File: config.mk
export PLATFORM = sky130hd
export DESIGN_NAME = ppi_top
export DESIGN_NICKNAME = d
export VERILOG_FILES = /design/src/rtl/ppi_pkg.sv /design/src/rtl/ppi_bus_if.sv /design/src/rtl/ppi_ctrl.sv /design/src/rtl/ppi_port.sv /design/src/rtl/ppi_top.sv
export SDC_FILE = /design/constraint.sdc
export NUM_CORES = 1
export LEC_CHECK = 0
export BUFFER_PORTS_ARGS = -buffer_cell sky130_fd_sc_hd__buf_2
export CORE_AREA = 2 2 86 88
export CTS_CLUSTER_DIAMETER = 120
export DETAILED_ROUTE_END_ITERATION = 8
export DIE_AREA = 0 0 88 90
export SKIP_LAST_GASP = 1
export SLEW_MARGIN = 20
export SYNTH_ARGS = -nofsm -noshare
export SYNTH_HDL_FRONTEND = slang
export SYNTH_HIERARCHICAL = 1
export SYNTH_SLANG_ARGS = --single-unit
export TNS_END_PERCENT = 30
File: constraint.sdc
create_clock -name clk -period 2.5 [get_ports clk]
set_input_delay 0.125 -clock clk [delete_from_list [all_inputs] [get_ports clk]]
set_output_delay 0.125 -clock clk [all_outputs]
set_load 0.05 [all_outputs]
File: src/rtl/ppi_pkg.sv
package ppi_pkg;
  localparam int DW  = 8;
  localparam int NIB = DW / 2;
  localparam int SELW = $clog2(DW);

  typedef enum logic [1:0] {
    SEL_A   = 2'b00,
    SEL_B   = 2'b01,
    SEL_C   = 2'b10,
    SEL_CTL = 2'b11
  } sel_e;

  localparam int FLAG_BIT  = 7;
  localparam int DIR_A_BIT = 4;
  localparam int DIR_CH_BIT = 3;
  localparam int DIR_B_BIT = 1;
  localparam int DIR_CL_BIT = 0;
  localparam logic [DW-1:0] MODE_RST = 8'h9B;

  typedef struct packed {
    logic a_in;
    logic b_in;
    logic ch_in;
    logic cl_in;
  } dir_t;

  function automatic logic is_mode_word(input logic [DW-1:0] w);
    return w[FLAG_BIT];
  endfunction

  function automatic dir_t decode_dir(input logic [DW-1:0] m);
    dir_t d;
    d.a_in  = m[DIR_A_BIT];
    d.b_in  = m[DIR_B_BIT];
    d.ch_in = m[DIR_CH_BIT];
    d.cl_in = m[DIR_CL_BIT];
    return d;
  endfunction

  function automatic logic [DW-1:0] bit_cmd_mask(input logic [DW-1:0] w);
    logic [DW-1:0] m;
    m = '0;
    m[w[SELW:1]] = 1'b1;
    return m;
  endfunction

  function automatic logic bit_cmd_value(input logic [DW-1:0] w);
    return w[0];
  endfunction
endpackage

File: src/rtl/ppi_bus_if.sv
module ppi_bus_if
  import ppi_pkg::*;
(
  input  logic       cs_n,
  input  logic       rd_n,
  input  logic       wr_n,
  input  logic [1:0] addr,
  output logic       wr_a,
  output logic       wr_b,
  output logic       wr_c,
  output logic       wr_ctl,
  output logic       rd_en,
  output sel_e       rd_sel
);
  logic wr_any;

  assign wr_any = !cs_n && !wr_n;
  assign rd_en  = !cs_n && !rd_n && wr_n;
  assign rd_sel = sel_e'(addr);

  always_comb begin
    wr_a   = 1'b0;
    wr_b   = 1'b0;
    wr_c   = 1'b0;
    wr_ctl = 1'b0;
    if (wr_any) begin
      unique case (sel_e'(addr))
        SEL_A:   wr_a   = 1'b1;
        SEL_B:   wr_b   = 1'b1;
        SEL_C:   wr_c   = 1'b1;
        SEL_CTL: wr_ctl = 1'b1;
      endcase
    end
  end
endmodule

File: src/rtl/ppi_ctrl.sv
module ppi_ctrl
  import ppi_pkg::*;
(
  input  logic          clk,
  input  logic          rst,
  input  logic          wr_ctl,
  input  logic [DW-1:0] din,
  output logic [DW-1:0] mode_q,
  output dir_t          dir,
  output logic          wr_mode,
  output logic          wr_bit,
  output logic [DW-1:0] bit_mask,
  output logic          bit_val
);
  assign wr_mode  = wr_ctl && is_mode_word(din);
  assign wr_bit   = wr_ctl && !is_mode_word(din);
  assign bit_mask = wr_bit ? bit_cmd_mask(din) : '0;
  assign bit_val  = bit_cmd_value(din);
  assign dir      = decode_dir(mode_q);

  always_ff @(posedge clk) begin
    if (rst)          mode_q <= MODE_RST;
    else if (wr_mode) mode_q <= din;
  end
endmodule

File: src/rtl/ppi_port.sv
module ppi_port #(
  parameter int W = 8
) (
  input  logic         clk,
  input  logic         rst,
  input  logic         clr,
  input  logic         wr_all,
  input  logic [W-1:0] wr_data,
  input  logic [W-1:0] bit_mask,
  input  logic         bit_val,
  input  logic         is_input,
  input  logic [W-1:0] pin_in,
  output logic [W-1:0] pin_out,
  output logic [W-1:0] pin_oe,
  output logic [W-1:0] rd_val
);
  logic [W-1:0] latch_q;
  logic [W-1:0] latch_d;

  always_comb begin
    latch_d = latch_q;
    if (clr)         latch_d = '0;
    else if (wr_all) latch_d = wr_data;
    else begin
      for (int i = 0; i < W; i++) begin
        if (bit_mask[i]) latch_d[i] = bit_val;
      end
    end
  end

  always_ff @(posedge clk) begin
    if (rst) latch_q <= '0;
    else     latch_q <= latch_d;
  end

  assign pin_out = latch_q;
  assign pin_oe  = is_input ? '0 : '1;
  assign rd_val  = is_input ? pin_in : latch_q;
endmodule

File: src/rtl/ppi_top.sv
module ppi_top
  import ppi_pkg::*;
(
  input  logic          clk,
  input  logic          rst,
  input  logic          cs_n,
  input  logic          rd_n,
  input  logic          wr_n,
  input  logic [1:0]    addr,
  input  logic [DW-1:0] din,
  output logic [DW-1:0] dout,
  output logic          dout_oe,
  input  logic [DW-1:0] pa_in,
  output logic [DW-1:0] pa_out,
  output logic [DW-1:0] pa_oe,
  input  logic [DW-1:0] pb_in,
  output logic [DW-1:0] pb_out,
  output logic [DW-1:0] pb_oe,
  input  logic [DW-1:0] pc_in,
  output logic [DW-1:0] pc_out,
  output logic [DW-1:0] pc_oe
);
  logic          wr_a, wr_b, wr_c, wr_ctl, rd_en;
  sel_e          rd_sel;
  logic [DW-1:0] mode_q;
  dir_t          dir;
  logic          wr_mode, wr_bit, bit_val;
  logic [DW-1:0] bit_mask;
  logic [DW-1:0] rd_a, rd_b, rd_c;

  ppi_bus_if u_bus (
    .cs_n(cs_n), .rd_n(rd_n), .wr_n(wr_n), .addr(addr),
    .wr_a(wr_a), .wr_b(wr_b), .wr_c(wr_c), .wr_ctl(wr_ctl),
    .rd_en(rd_en), .rd_sel(rd_sel)
  );

  ppi_ctrl u_ctrl (
    .clk(clk), .rst(rst), .wr_ctl(wr_ctl), .din(din),
    .mode_q(mode_q), .dir(dir), .wr_mode(wr_mode), .wr_bit(wr_bit),
    .bit_mask(bit_mask), .bit_val(bit_val)
  );

  ppi_port #(.W(DW)) u_pa (
    .clk(clk), .rst(rst), .clr(wr_mode), .wr_all(wr_a), .wr_data(din),
    .bit_mask('0), .bit_val(1'b0), .is_input(dir.a_in),
    .pin_in(pa_in), .pin_out(pa_out), .pin_oe(pa_oe), .rd_val(rd_a)
  );

  ppi_port #(.W(DW)) u_pb (
    .clk(clk), .rst(rst), .clr(wr_mode), .wr_all(wr_b), .wr_data(din),
    .bit_mask('0), .bit_val(1'b0), .is_input(dir.b_in),
    .pin_in(pb_in), .pin_out(pb_out), .pin_oe(pb_oe), .rd_val(rd_b)
  );

  for (genvar h = 0; h < 2; h++) begin : g_pc_half
    localparam int LO = h * NIB;
    logic half_in;
    assign half_in = (h == 0) ? dir.cl_in : dir.ch_in;
    ppi_port #(.W(NIB)) u_half (
      .clk(clk), .rst(rst), .clr(wr_mode), .wr_all(wr_c),
      .wr_data(din[LO +: NIB]), .bit_mask(bit_mask[LO +: NIB]),
      .bit_val(bit_val), .is_input(half_in),
      .pin_in(pc_in[LO +: NIB]), .pin_out(pc_out[LO +: NIB]),
      .pin_oe(pc_oe[LO +: NIB]), .rd_val(rd_c[LO +: NIB])
    );
  end

  always_comb begin
    dout = '0;
    if (rd_en) begin
      unique case (rd_sel)
        SEL_A:   dout = rd_a;
        SEL_B:   dout = rd_b;
        SEL_C:   dout = rd_c;
        SEL_CTL: dout = mode_q;
      endcase
    end
  end
  assign dout_oe = rd_en;
endmodule

# Word-level counts from Yosys, hierarchy flattened
# Index checks and enable logic that the tools add are counted.
# word_totals
reg_bits,32
latchBits,0
mem_bits_rw,0
rom_bits,0
in_bits,39
elab_cells,67
n_memories,0
# classes
add_sub_neg,0
mul,0
div,0
magnitude_cmp,2
eq_ne,3
n_shift,0
muxes,31
bitwise_logic,0
reduce_logical,20
# ops
operator,count
2-to-1 mux 8 bit,6
one-hot mux 8 bit (4 select lines),1
2-to-1 mux 4 bit,6
2-to-1 mux 1 bit,17
nonzero test 2 bit,8
logical AND 1 bit,6
== test 2 bit (second input constant),2
zero test 1 bit,4
< comparator 3 x 4 -> 1 bit (second input constant),1
demux 1 bit (select 3 bit),1
>= comparator 3 x 1 -> 1 bit (second input constant),1
== test 2 x 1 -> 1 bit (second input constant),1
zero test 2 bit,1
OR reduction 2 bit,1

# Depth between registers and ports, before layout
# logic_depth
depth_word,7
ltp_mapped,6

# Modules after synthesis
# The synthesis kept the hierarchy.
# by_module_without_submodules
module,n_inst,cells_each,area_per_inst_um2,seq_area_each_um2
ppi_port at u_pa ...,2,51,544.3,160.2
ppi_port at g_pc_half[0].u_half ...,2,25,285.3,80.1
ppi_ctrl,1,50,427.9,160.2
ppi_top,1,30,259.0,0.0
ppi_bus_if,1,7,58.8,0.0

# Worst setup path before layout
# No wires, ideal clock.
# synth_path
path_kind,input-to-output
startpoint,in rd_n
endpoint,out dout[6]
arrival_time_ps,2670
t_required_ps,2375
setup_slack_ps,-295
cell_stages,3
path_buffers,0
cell_sequence,nor3b_1 nand2_1 o22ai_1
# synth_via
elab_chain_cells,4
# synth_rtl
element,line,rtl
"start, declared",ppi_top.sv:7,"input logic rd_n,"
zero test 1 bit,ppi_bus_if.sv:18,assign rd_en = !cs_n && !rd_n && wr_n;
logical AND 1 bit (2 in series),ppi_bus_if.sv:18,
2-to-1 mux 8 bit,ppi_top.sv:70,if (rd_en) begin
"end, declared",ppi_top.sv:11,"output logic [DW-1:0] dout,"
# No other way between the ends.

# Final worst setup path
# layout_path
startpoint,reg u_ctrl.mode_q[4]
endpoint,out dout[1]
# layout_via
elab_chain_cells,3
# layout_rtl
element,line,rtl
"start, declared",ppi_ctrl.sv:8,"output logic [DW-1:0] mode_q,"
"start signal, assigned",ppi_ctrl.sv:23,else if (wr_mode) mode_q <= din;
2-to-1 mux 8 bit,ppi_port.sv:38,assign rd_val = is_input ? pin_in : latch_q;
named net rd_a[1],ppi_top.sv:29,"logic [DW-1:0] rd_a, rd_b, rd_c;"
one-hot mux 8 bit (4 select lines),ppi_top.sv:71,unique case (rd_sel)
2-to-1 mux 8 bit,ppi_top.sv:70,
# The timed path passes the listed nets, and every way through them passes these cells.

==> impl_metrics.csv <==
group,metric,value,unit
placement,port_buffers,95,
logic_synthesis,avgSynthCellArea,10.1,um^2
final_layout,layout.cells.most_common_list,"95 x buf_2, 40 x mux2_2, 32 x dfxtp_1, 32 x conb_1, 24 x o211a_1",
final_layout,most_frequent_standard_cell_in_the_layout_excluding_fill_and_tap_cells,"buf_2",
drt,firstDrtPassIters,5,
worst_setup_path,ff2ff_path_depth,2,
worst_setup_path,worst_r2r_startpoint,"g_pc_half[1].u_half/pin_out[3]$_SDFFE_PP0P_",
worst_setup_path,cp_num_cells,4,
die,core,0.00702,mm^2
timing,worstMarginPinSlew,739,ps
timing,max_slew_margin,50.6,%
worst_setup_path,cells_along_the_critical_path,"mux2_2 -> mux2i_1 -> o22ai_1 -> buf_2",
worst_setup_path,timing.critical_path.to_type,"primary output",
drt,met2_length,3190,um
power_and_ir_drop,power-per-cell-area,455,mW/mm^2
die,initial_utilization,34.2,%
drt,initialDrtViolationCount,94,
timing,setup-violations-final,0,
global_route,number_of_antenna_violations_at_the_first_check_in_global_routing,0,
status,outcome,"completed",
clock_network,htree_num_levels,2,
timing,setup_tns,0,ps
global_route,grt_overflow,0,
clock_network,cts_root_buffer,"clkbuf_8",
clock_network,tritoncts,"built",
clock_network,max-clock-path-buffers,2,
worst_setup_path,reg2reg_slack,1560,ps
clock_network,clock_latency_of_the_later_clocked_register_in_the_worst_skew_pair,290,ps
logic_synthesis,synth_cells,238,
worst_setup_path,critical_path.reg2reg.endpoint,"g_pc_half[1].u_half/pin_out[3]$_SDFFE_PP0P_",
clock_network,post_cts_hold_buffer_count,0,
global_route,grt_start_max_net_pins,20,
timing,report.final.slew_viol_count,0,
worst_setup_path,timing.critical_path.arrival,1930,ps
clock_network,cts_resized,0,
die,std_cell_rows,31,
final_layout,diodes,0,
global_route,grt_first_pass_wirelength,9770,um
drt,wl_met3,386,um
timing,rsz0062_at_grt,"false",
drt,post-route-drc-count,0,
clock_network,clock_sink_count,32,
timing,fmaxAchievable,486,MHz
timing,report.final.hold_viol_count,0,
die,die_area,0.00792,mm^2
final_layout,postLayoutCellArea,0.00299,mm^2
global_route,grt_pass1_vias,1914,
flow_run,cap_viol_max_count,0,
placement,placed_area,0.00289,mm^2
worst_setup_path,critPathMaxFanout,11,
die,fp.dieH,90,um
drt,wl_per_cell,14.7,um
clock_network,cts_buffers,5,
worst_setup_path,path_class,"reg2out",
drt,avgViaCountPerCell,4.75,
worst_setup_path,critical_path.startpoint_type,"register",
clock_network,clk_pin_slew_worst_paths,70,ps
placement,finalWeightedCongestion,0.798,
final_layout,area.growth.synth_to_final,24.5,%
power_and_ir_drop,p_leak,1.70,nW
global_route,gr-usage-all-layers,15.9,%
power_and_ir_drop,worst_ir_drop_vdd,170,uV
worst_setup_path,cp.buffers_inverters,1,
drt,drt_wl_total,6440,um
worst_setup_path,setup.worst_path.start,"u_ctrl/mode_q[4]$_SDFFE_PP1P_",
timing,finalCritPeriodShare,82.4,%
worst_setup_path,cpPeakStageDelay,680,ps
drt,top_layer,"met4",
worst_setup_path,endpoint,"dout[1]",
logic_synthesis,synth.yosys.warnings,6,
final_layout,layout-drive-gt1-share,48.4,%
drt,vias,2080,
clock_network,post_cts.repair.setup_buffers,0,
die,io-pin-count,96,
worst_hold_path,hold_class,"in2reg",
worst_setup_path,critPathSlowestCell,"dfxtp_1",
power_and_ir_drop,total_power,1.36,mW
final_layout,num-fill-cells,737,
drt,antenna_violating_nets_post_route,0,
timing,fin_crit,2060,ps
drt,wl_met1,2800,um
worst_setup_path,worst-endpoint-required,2380,ps
final_layout,final_nets,377,
worst_setup_path,crit_family,"flip-flops",
timing,finalClockSkew,0,ps
placement,dp_hpwl,4900,um
logic_synthesis,netlist_area,0.00240,mm^2
die,die_w,88,um
## per-layer routing
layer / global-route usage [%] / vias up
li1: - / 1015
met1: 19.8 / 989
met2: 27.1 / 72
met3: 3.86 / 4
met4: 4.23 / 0
met5: 0 / -
## registers in the layout (all words and copies together), names as in the netlist
register and cells:
u_pb/pin_out 8, u_pa/pin_out 8, u_ctrl/mode_q 8, g_pc_half.u_half/pin_out 8
## worst reg2reg max path, delay by kind of cell, from the launching register on
| family | cells | cell delay (ps) |
|---|---|---|
| muxes | 1 | 280 |
| DFF | 1 | 360 |
| AOI/OAI and AO/OA | 1 | 200 |
## worst min-delay path by stage
stage | end | cells after the start | startpoint | slack, ps
after CTS | u_ctrl/mode_q[5]$_SDFFE_PP0P_ | 3 | din[5] | 140
after detailed placement | u_ctrl/mode_q[5]$_SDFFE_PP0P_ | 3 | din[5] | 440
after global routing | u_ctrl/mode_q[6]$_SDFFE_PP0P_ | 3 | din[6] | 160
after floorplan | u_ctrl/mode_q[2]$_SDFFE_PP0P_ | 2 | din[2] | 290
final | u_ctrl/mode_q[5]$_SDFFE_PP0P_ | 3 | din[5] | 140
after global placement | u_ctrl/mode_q[7]$_SDFFE_PP1P_ | 1 | u_ctrl/mode_q[7]$_SDFFE_PP1P_ | 430
## stage by stage
step	instances	utilization, %	hold WS (ps)	setup slack (ps)
6_report	438	42.5	138	440
5_1_grt	438	42.5	157	377
4_1_cts	438	42.5	138	434
3_5_place_dp	430	41.2	442	541
3_3_place_gp	430	41.2	429	572
2_1_floorplan	269	-	286	366
## cell type report
| type | instances | area [um^2] | share of cell area [%] |
|---|---|---|---|
| Inverter | 5 | 18.8 | 0.628 |
| Multi-Input combinational cell | 195 | 1610 | 53.7 |
| Clock buffer | 6 | 82.6 | 2.76 |
| Clock inverter | 2 | 10.0 | 0.335 |
| Tap cell | 99 | 124 | 4.15 |
| Timing Repair Buffer | 99 | 505 | 16.9 |
| Sequential cell | 32 | 641 | 21.4 |
## power breakdown
group / internal, mW / switching (mW) / total [mW]
logic: 0.137 / 0.242 / 0.380
registers: 0.536 / 0.0226 / 0.558
clock network: 0.220 / 0.201 / 0.421
Note: power is estimated with default switching activity, not from simulation.
